==> src/rtl/rtc_alarm_pkg.sv <==
// Shared constants and register addresses for the RTC alarm comparator.
// Assumes byte-wide BCD fields and a small register address space.
package rtc_alarm_pkg;
    parameter int BYTE_W   = 8;
    parameter int ADDR_W   = 3;
    parameter int NUM_ALM  = 5;

    typedef enum logic [ADDR_W-1:0] {
        REG_HSEC = 3'd0,
        REG_SEC  = 3'd1,
        REG_MIN  = 3'd2,
        REG_HOUR = 3'd3,
        REG_DAY  = 3'd4,
        REG_CTRL = 3'd5,
        REG_STAT = 3'd6
    } reg_addr_e;

    // comparator flavours picked per field
    typedef enum int {
        CMP_PLAIN = 0,
        CMP_HSEC  = 1,
        CMP_DAY   = 2
    } cmp_kind_e;

    typedef struct packed {
        logic bbie;
        logic intc;
        logic aie;
    } ctrl_t;
endpackage

==> src/rtl/rtc_alarm_field_cmp.sv <==
// One alarm field comparator. KIND selects the variant:
//   plain      - bit 7 masks, bits 6:0 compared
//   hundredths - F in high nibble masks tens digit, FF masks both
//   day/date   - bit 7 masks, bit 6 picks weekday (1) or date (0), bits 5:0 compared
// Assumes inputs are stable BCD during the strobe cycle.
module rtc_alarm_field_cmp
    import rtc_alarm_pkg::*;
#(
    parameter cmp_kind_e KIND = CMP_PLAIN,
    parameter int        W    = BYTE_W
) (
    input  logic [W-1:0] alarm_val,
    input  logic [W-1:0] cur_val,
    input  logic [W-1:0] alt_val,
    output logic         hit
);
    localparam int HALF = W / 2;

    generate
        if (KIND == CMP_HSEC) begin : g_hsec
            logic tens_dc;
            logic ones_dc;
            // don't-care decode of the hundredths special codes
            always_comb begin
                tens_dc = &alarm_val[W-1:HALF];
                ones_dc = tens_dc && (&alarm_val[HALF-1:0]);
                hit = (tens_dc || (alarm_val[W-1:HALF] == cur_val[W-1:HALF]))
                   && (ones_dc || (alarm_val[HALF-1:0] == cur_val[HALF-1:0]));
            end
        end else if (KIND == CMP_DAY) begin : g_day
            logic [W-3:0] pick;
            // choose weekday or date source, then compare unless masked
            always_comb begin
                pick = alarm_val[W-2] ? alt_val[W-3:0] : cur_val[W-3:0];
                hit  = alarm_val[W-1] || (alarm_val[W-3:0] == pick);
            end
        end else begin : g_plain
            // masked field or seven-bit value equality
            always_comb hit = alarm_val[W-1] || (alarm_val[W-2:0] == cur_val[W-2:0]);
        end
    endgenerate
endmodule

==> src/rtl/rtc_alarm_regs.sv <==
// Alarm byte and control register storage, loaded from the write port.
// Assumes one write per cycle; status writes are handled by the flag logic.
module rtc_alarm_regs
    import rtc_alarm_pkg::*;
(
    input  logic                          clk,
    input  logic                          rst_n,
    input  logic                          wr_en,
    input  logic [ADDR_W-1:0]             wr_addr,
    input  logic [BYTE_W-1:0]             wr_data,
    output logic [NUM_ALM-1:0][BYTE_W-1:0] alm,
    output ctrl_t                         ctrl
);
    // alarm bytes: one register per field
    always_ff @(posedge clk) begin
        if (!rst_n) begin
            alm <= '0;
        end else if (wr_en && (wr_addr < ADDR_W'(NUM_ALM))) begin
            alm[wr_addr] <= wr_data;
        end
    end

    // control enables
    always_ff @(posedge clk) begin
        if (!rst_n) begin
            ctrl <= '0;
        end else if (wr_en && (wr_addr == REG_CTRL)) begin
            ctrl <= ctrl_t'(wr_data[2:0]);
        end
    end
endmodule

==> src/rtl/rtc_alarm_flag.sv <==
// Sticky alarm flag and gated active-low interrupt.
// Assumes hit is valid only when tick is high; set beats clear.
module rtc_alarm_flag
    import rtc_alarm_pkg::*;
(
    input  logic clk,
    input  logic rst_n,
    input  logic tick,
    input  logic hit,
    input  logic clr,
    input  ctrl_t ctrl,
    input  logic on_backup,
    output logic flag,
    output logic int_n
);
    // set on strobed match, else clear on request
    always_ff @(posedge clk) begin
        if (!rst_n) begin
            flag <= 1'b0;
        end else if (tick && hit) begin
            flag <= 1'b1;
        end else if (clr) begin
            flag <= 1'b0;
        end
    end

    // interrupt gating by enables and supply state
    always_comb int_n = !(flag && ctrl.aie && ctrl.intc && (!on_backup || ctrl.bbie));
endmodule

==> src/rtl/rtc_alarm_match.sv <==
// Top: RTC alarm comparator. Holds the alarm bytes, compares them with the
// current BCD time on every hundredths strobe and raises a sticky flag and
// an active-low interrupt. Assumes the current-time inputs carry the freshly
// updated value in the cycle tick is high.
module rtc_alarm_match
    import rtc_alarm_pkg::*;
(
    input  logic              clk,
    input  logic              rst_n,
    input  logic              tick,
    input  logic [BYTE_W-1:0] cur_hsec,
    input  logic [BYTE_W-1:0] cur_sec,
    input  logic [BYTE_W-1:0] cur_min,
    input  logic [BYTE_W-1:0] cur_hour,
    input  logic [BYTE_W-1:0] cur_wday,
    input  logic [BYTE_W-1:0] cur_mday,
    input  logic              on_backup,
    input  logic              wr_en,
    input  logic [ADDR_W-1:0] wr_addr,
    input  logic [BYTE_W-1:0] wr_data,
    output logic              alarm_flag,
    output logic              int_n
);
    logic [NUM_ALM-1:0][BYTE_W-1:0] alm;
    logic [NUM_ALM-1:0][BYTE_W-1:0] cur;
    logic [NUM_ALM-1:0]             field_hit;
    ctrl_t                          ctrl;
    logic                           hit_all;
    logic                           clr;

    // gather current time into field order
    always_comb begin
        cur[REG_HSEC] = cur_hsec;
        cur[REG_SEC]  = cur_sec;
        cur[REG_MIN]  = cur_min;
        cur[REG_HOUR] = cur_hour;
        cur[REG_DAY]  = cur_mday;
    end

    rtc_alarm_regs u_regs (
        .clk     (clk),
        .rst_n   (rst_n),
        .wr_en   (wr_en),
        .wr_addr (wr_addr),
        .wr_data (wr_data),
        .alm     (alm),
        .ctrl    (ctrl)
    );

    for (genvar i = 0; i < NUM_ALM; i++) begin : g_cmp
        localparam cmp_kind_e K = (i == int'(REG_HSEC)) ? CMP_HSEC :
                                  (i == int'(REG_DAY))  ? CMP_DAY  : CMP_PLAIN;
        rtc_alarm_field_cmp #(.KIND(K), .W(BYTE_W)) u_cmp (
            .alarm_val (alm[i]),
            .cur_val   (cur[i]),
            .alt_val   (cur_wday),
            .hit       (field_hit[i])
        );
    end

    // full match and status clear decode
    always_comb begin
        hit_all = &field_hit;
        clr     = wr_en && (wr_addr == REG_STAT) && !wr_data[0];
    end

    rtc_alarm_flag u_flag (
        .clk       (clk),
        .rst_n     (rst_n),
        .tick      (tick),
        .hit       (hit_all),
        .clr       (clr),
        .ctrl      (ctrl),
        .on_backup (on_backup),
        .flag      (alarm_flag),
        .int_n     (int_n)
    );
endmodule

==> config.mk <==
export PLATFORM = sky130hd
export DESIGN_NAME = rtc_alarm_match
export DESIGN_NICKNAME = d
export VERILOG_FILES = /design/src/rtl/rtc_alarm_pkg.sv /design/src/rtl/rtc_alarm_field_cmp.sv /design/src/rtl/rtc_alarm_regs.sv /design/src/rtl/rtc_alarm_flag.sv /design/src/rtl/rtc_alarm_match.sv
export SDC_FILE = /design/constraint.sdc
export NUM_CORES = 1
export LEC_CHECK = 0
export ABC_AREA = 1
export BUFFER_PORTS_ARGS = -buffer_cell sky130_fd_sc_hd__clkbuf_2
export CAP_MARGIN = 25
export CORE_MARGIN = 8
export CORE_UTILIZATION = 50
export CTS_CLUSTER_DIAMETER = 30
export DETAILED_ROUTE_END_ITERATION = 16
export HOLD_SLACK_MARGIN = 0.02
export PLACE_DENSITY = 0.81
export SLEW_MARGIN = 0
export SYNTH_ARGS = -nofsm -noshare
export SYNTH_HDL_FRONTEND = slang
export SYNTH_SLANG_ARGS = --single-unit
==> constraint.sdc <==
create_clock -name clk -period 1.3 [get_ports clk]
set_input_delay 0.13 -clock clk [delete_from_list [all_inputs] [get_ports clk]]
set_output_delay 0.13 -clock clk [all_outputs]
set_load 0.02 [all_outputs]
# Word level (Yosys, flattened, before mapping)

Cells that the tools add are included.

Reductions and logical operators: 25
Shift operators: 0
Multiply operators: 0
$lt $le $gt $ge: 3
Add/subtract/negate cells: 0
Divide/modulo/power cells: 0
Equal/unequal tests: 8
Bitwise operators: 0
Muxes and demuxes: 6

Operators by type and width:

| kind                                                                                | count |
|---|---|
| 40-bit bitwise mux                                                                  | 1 |
| 8-bit demux with 3-bit select                                                       | 1 |
| 7-bit == test                                                                       | 3 |
| 1-bit logical AND                                                                   | 11 |
| 4-bit == test                                                                       | 2 |
| 8-bit two-way mux                                                                   | 1 |
| 4-bit AND reduction                                                                 | 2 |
| 1-bit logical OR                                                                    | 7 |
| 3-bit == test, second input constant                                                | 2 |
| 6-bit == test                                                                       | 1 |
| 6-bit two-way mux                                                                   | 1 |
| 5-bit AND reduction                                                                 | 1 |
| 3-bit by 4-bit < comparator with 1-bit output, second input constant                | 1 |
| 3-bit by 1-bit greater-or-equal comparator with 1-bit output, second input constant | 1 |
| 1-bit logical NOT                                                                   | 3 |
| 3-bit < comparator, second input constant                                           | 1 |
| 1-bit two-way mux                                                                   | 2 |
| 2-bit nonzero test                                                                  | 1 |

Memories kept: 0
Bits in writable memories: 0
Logic and storage cells: 51
Bits in registers: 44
Input bits: 64
Output and inout port bits: 2
Bits in latches: 0
Memory bits (read-only): 0

# Logic depth before layout (Yosys ltp)

Depth after elaboration: 7
Depth in mapped cells: 14
Depth with buffers taken out: 13

# Cells and area by module

From an unflattened synthesis, not the netlist that was laid out.

Cell total of the unflattened synthesis: 490
Area, all modules: 2755.1 µm²

Modules (own cells, without submodules):

| module                                    | cells an instance | area an instance (µm²) | seq. area each (µm²) | times used |
|---|---|---|---|---|
| rtc_alarm_regs                            | 254               | 1761.7                 | 860.8                | 1 |
| rtc_alarm_field_cmp at g_cmp[1].u_cmp ... | 35                | 141.4                  | 0.0                  | 3 |
| rtc_alarm_field_cmp at g_cmp[4].u_cmp     | 59                | 264.0                  | 0.0                  | 1 |
| rtc_alarm_field_cmp at g_cmp[0].u_cmp     | 54                | 206.4                  | 0.0                  | 1 |
| rtc_alarm_flag                            | 10                | 58.8                   | 20.0                 | 1 |
| rtc_alarm_match                           | 8                 | 40.0                   | 0.0                  | 1 |

# Worst setup path after synthesis

OpenSTA, ideal clock, no wires.

Path type: reg2reg
Start: register u_regs.alm[38] (netlist bit)
End: register u_flag.flag
Setup time: 64 ps
Data arrival time: 1074 ps
Path buffers: 1
Path slack: 163 ps
Clock period less this slack: 1137 ps
Stages on the path, launching flop included: 14
Required time: 1236 ps
Path through: dfxtp_1 buf_6 inv_8 nand2_2 nand2_1 nand2_1 nand2_1 nor2_2 nand3_1 nand2_1 nand2_1 nor2_1 nor2_1 nor2_1

Longest elaborated chain between the ends: 6
Elaborated cells between the ends (all ways): 7
Classes of those cells: 1 x eq/ne; 2 x mux; 4 x reduce/logical

Ends and longest elaborated chain:

| element                                                        | RTL line                  | source |
|---|---|---|
| from (decl)                                                    | rtc_alarm_regs.sv:11      | `output logic [NUM_ALM-1:0][BYTE_W-1:0] alm,` |
| from (signal, indexed assignment)                              | rtc_alarm_regs.sv:19      | `alm[wr_addr] <= wr_data;` |
| 6-bit two-way mux *                                            | rtc_alarm_field_cmp.sv:34 | `pick = alarm_val[W-2] ? alt_val[W-3:0] : cur_val[W-3:0];` |
| 6-bit == test *                                                | rtc_alarm_field_cmp.sv:35 | `hit = alarm_val[W-1] \|\| (alarm_val[W-3:0] == pick);` |
| 1-bit logical OR *                                             | rtc_alarm_field_cmp.sv:35 |  |
| 5-bit AND reduction *                                          | rtc_alarm_match.sv:63     | `hit_all = &field_hit;` |
| 1-bit logical AND *                                            | rtc_alarm_flag.sv:20      | `end else if (tick && hit) begin` |
| 1-bit two-way mux / 2-bit nonzero test (equally long branches) | -                         |  |
| to (signal assigned)                                           | rtc_alarm_flag.sv:19      | `flag <= 1'b0;` |
| to (signal assigned)                                           | rtc_alarm_flag.sv:21      | `flag <= 1'b1;` |
| to (signal assigned)                                           | rtc_alarm_flag.sv:23      | `flag <= 1'b0;` |
| to (decl)                                                      | rtc_alarm_flag.sv:13      | `output logic flag,` |

Mark *: on every way between the ends. The rest lies on a longest branch, timed or not.
A chain may end at the register's enable or synchronous reset.

# Worst setup path after layout

Same ends and word-level chain as after synthesis.

==> impl_metrics.json <==
{
  "status": "finished with violations",
  "failed_checks": "negative setup slack",
  "detailroute.wirelength.met2_um": 2741,
  "cts.root.buffer_cell": "sky130_fd_sc_hd__clkbuf_8",
  "clock-skew-final_ns": 0.005121,
  "drtPass1Iterations": 4,
  "route.layer.met1.wl_um": 2487,
  "tightestPinTransition_ns": 0.3619,
  "cp_max_fo": 10,
  "floorplan.die.height_um": 84.63,
  "all_layer_global_routing_usage_pct": 16.97,
  "synth.avg_cell_area_um2": 6.347,
  "post_cts_buffers": 0,
  "rsz0062_at_grt": "yes",
  "portBuffers": 58,
  "cts_inserted_buffers": 5,
  "mappedNetlistNets": 435,
  "layout.filler_cells": 435,
  "total_power_w": 0.002864,
  "fin_crit_sh_pct": 100.3,
  "cts_max_path_buffers": 2,
  "via_count": 2347,
  "worst_r2r_startpoint": "u_regs.alm[38]$_SDFFE_PN0P_",
  "ys_types": 26,
  "detailedPlace.worstSlack_ns": 0.004135,
  "floorplan.initialDensity_pct": 50.86,
  "synth_seq_cells": 44,
  "yosysWarningCount": 0,
  "post_drt_via_cell_ratio": 4.819,
  "met3WireLength_um": 414,
  "hold_path_end": "u_regs.alm[29]$_SDFFE_PN0P_",
  "r2r_end": "u_flag.flag$_SDFFE_PN0P_",
  "layout_min_cycle_time_ns": 1.304,
  "design.die.area_um2": 7161,
  "avgRoutedWirePerCell_um": 11.90,
  "clk-insertion-delay-late_ns": 0.30,
  "hold_class": "in2reg",
  "power_dens_cells_nw_per_um2": 1007,
  "die_wd_um": 84.63,
  "holdPathStages": 3,
  "pin_count_of_the_biggest_net_entering_global_routing": 45,
  "cp_capture_type": "flip-flop",
  "syn_inst": 371,
  "maxSlewViolCount": 0,
  "core_area_um2": 4629,
  "setup-violations-final": 1,
  "boundaryPins": 66,
  "ys_seq_area_share_pct": 37.41,
  "worst-endpoint-arrival_ns": 1.54,
  "path_clk_slew_ns": 0.08,
  "area_growth_syn_to_layout_pct": 20.83,
  "worst_ep_required_time_ns": 1.54,
  "antenna_violations_before_repair": 0,
  "peakVddDrop_mv": 0.6699,
  "num_antenna_cells": 0,
  "reg2reg_depth": 12,
  "final_util_pct": 61.46,
  "cts.htree.levels": 2,
  "tritoncts_clock_tree": "built",
  "remaining_routing_drc_violations": 0,
  "cap_viol_max_count": 0,
  "grt_pass1_vias": 2311,
  "critical_path.startpoint_type": "flip-flop",
  "hold_path_startpoint": "wr_data[5]",
  "startpoint_to_endpoint_class_of_the_critical_path": "reg2reg",
  "timing.fmax_mhz": 767.1,
  "top_signal_layer_used": "met4",
  "grt_overflow_total": 0,
  "route.final.wire_length_um": 5796,
  "rows": 25,
  "ff2ff_setup_slack_ns": -0.004,
  "post_route_cells_drive_above_1_share_pct": 19.17,
  "postCtsResizedCells": 3,
  "max_slew_margin_pct": 75.85,
  "tns_ns": -0.003587,
  "hold_violations": 0,
  "number_of_nets_in_the_layout": 496,
  "first_pass_grt_wire_length_um": 9963,
  "routability_cong": 0.7726,
  "mappedNetlistArea_um2": 2355,
  "cellLeakagePower_nw": 1.419,
  "hold_buffers": 0,
  "number_of_nets_with_antenna_violations_after_detailed_routing": 0,
  "drt_first_iter_violations": 182,
  "dp_hpwl_um": 4392,
  "cts_sinks": 44,
  "fin_ws_ns": -0.003587
}
[final cells by class]
| class | count | area, um2 | share of cell area [%] |
|---|---|---|---|
| multi-input combinational | 258 | 1197 | 42.08 |
| sequential | 44 | 882.1 | 31.00 |
| timing repair buffer | 63 | 352.8 | 12.40 |
| inverter | 60 | 237.7 | 8.355 |
| clock buffer | 6 | 72.57 | 2.551 |
| tap | 54 | 67.56 | 2.375 |
| clock inverter | 2 | 35.03 | 1.231 |
[synthesized netlist by cell type (all sizes together)]
master | number | area share [%]
a21boi | 1 | 0.32
a21oi | 24 | 5.1
buf | 6 | 1.5
clkbuf | 3 | 0.48
clkinv | 1 | 0.16
dfxtp | 44 | 37
inv | 59 | 9.7
nand2 | 88 | 15
nand3 | 12 | 2.6
nand3b | 1 | 0.32
nand4 | 2 | 0.53
nor2 | 70 | 12
o2111ai | 1 | 0.37
o21a | 1 | 0.32
o21ai | 44 | 9.4
xnor2 | 11 | 4.1
xor2 | 3 | 1.1
[registers in the layout (all words and copies together) (netlist names)]
signal	count
u_regs.ctrl	3
u_flag.flag	1
u_regs.alm	40
[logic make-up (layout without fill, tap and decap cells)]
family | after synthesis | count (layout) | synth area share [%]
compound gates | 71 | 71 | 15.46
flops | 44 | 44 | 37.41
xor+xnor | 14 | 14 | 5.207
simple gates | 173 | 173 | 30.07
buf+inv | 69 | 131 | 11.85
[layout by cell type (no fill, tap or decap), types with 3 or more instances in the layout]
cell,count
sky130_fd_sc_hd__o21ai_0,42
sky130_fd_sc_hd__dfxtp_1,43
sky130_fd_sc_hd__nor2_1,65
sky130_fd_sc_hd__a21oi_1,24
sky130_fd_sc_hd__clkbuf_8,5
sky130_fd_sc_hd__clkbuf_2,58
sky130_fd_sc_hd__nor2_2,3
sky130_fd_sc_hd__buf_4,3
sky130_fd_sc_hd__inv_1,56
sky130_fd_sc_hd__xnor2_1,11
sky130_fd_sc_hd__nand2_2,3
sky130_fd_sc_hd__nand2_1,84
sky130_fd_sc_hd__xor2_1,3
sky130_fd_sc_hd__nand3_1,12
[per-layer routing]
| metal | GRT usage [%] | up-vias |
|---|---|---|
| met5 | 0 | - |
| met4 | 7.282 | 0 |
| met3 | 6.634 | 15 |
| met2 | 29.28 | 49 |
| met1 | 17.91 | 1018 |
| li1 | - | 1265 |
[where the power goes]
part / leakage (nW) / internal, W / switching, W / total (W)
clock: 0.0552 / 0.000570 / 0.000455 / 0.00102
sequential: 0.358 / 0.00139 / 0.0000268 / 0.00142
combinational: 1.01 / 0.000182 / 0.000236 / 0.000419
total: 1.42 / 0.00215 / 0.000718 / 0.00286
[worst max-delay path by stage]
| stage | startpoint | endpoint | slack [ns] | cells after the start |
|---|---|---|---|---|
| floorplan | u_regs.alm[38]$_SDFFE_PN0P_ | u_flag.flag$_SDFFE_PN0P_ | 0.16 | 13 |
| global placement | u_regs.alm[38]$_SDFFE_PN0P_ | u_flag.flag$_SDFFE_PN0P_ | 0.05 | 13 |
| detailed placement | u_regs.alm[38]$_SDFFE_PN0P_ | u_flag.flag$_SDFFE_PN0P_ | 0.004 | 13 |
| CTS | u_regs.alm[38]$_SDFFE_PN0P_ | u_flag.flag$_SDFFE_PN0P_ | 0.007 | 13 |
| global route | u_regs.alm[38]$_SDFFE_PN0P_ | u_flag.flag$_SDFFE_PN0P_ | -0.14 | 12 |
| finish | u_regs.alm[38]$_SDFFE_PN0P_ | u_flag.flag$_SDFFE_PN0P_ | -0.004 | 12 |
[worst max-delay path, cell delays in order (launching register included)]
cell                      delay (ns)
sky130_fd_sc_hd__dfxtp_2        0.33
sky130_fd_sc_hd__buf_12         0.14
sky130_fd_sc_hd__nand2_1        0.09
sky130_fd_sc_hd__nand2_2        0.05
sky130_fd_sc_hd__nand2_1        0.05
sky130_fd_sc_hd__nand2_1        0.05
sky130_fd_sc_hd__nor2_1         0.08
sky130_fd_sc_hd__nand3_1        0.09
sky130_fd_sc_hd__nand2_1        0.07
sky130_fd_sc_hd__nand2_1        0.05
sky130_fd_sc_hd__nor2_1         0.08
sky130_fd_sc_hd__nor2_1         0.05
sky130_fd_sc_hd__nor2_1         0.08
[through the flow]
stage | std cells | area, um2 | hold WS [ns]
finish | 487 | 2845 | 0.1661
global route | 487 | 2845 | 0.1630
CTS | 487 | 2843 | 0.1591
detailed placement | 479 | 2729 | 0.4417
global placement | 479 | 2729 | 0.4319
floorplan | 371 | 2355 | 0.2649
Note: power is estimated with default switching activity, not from simulation.
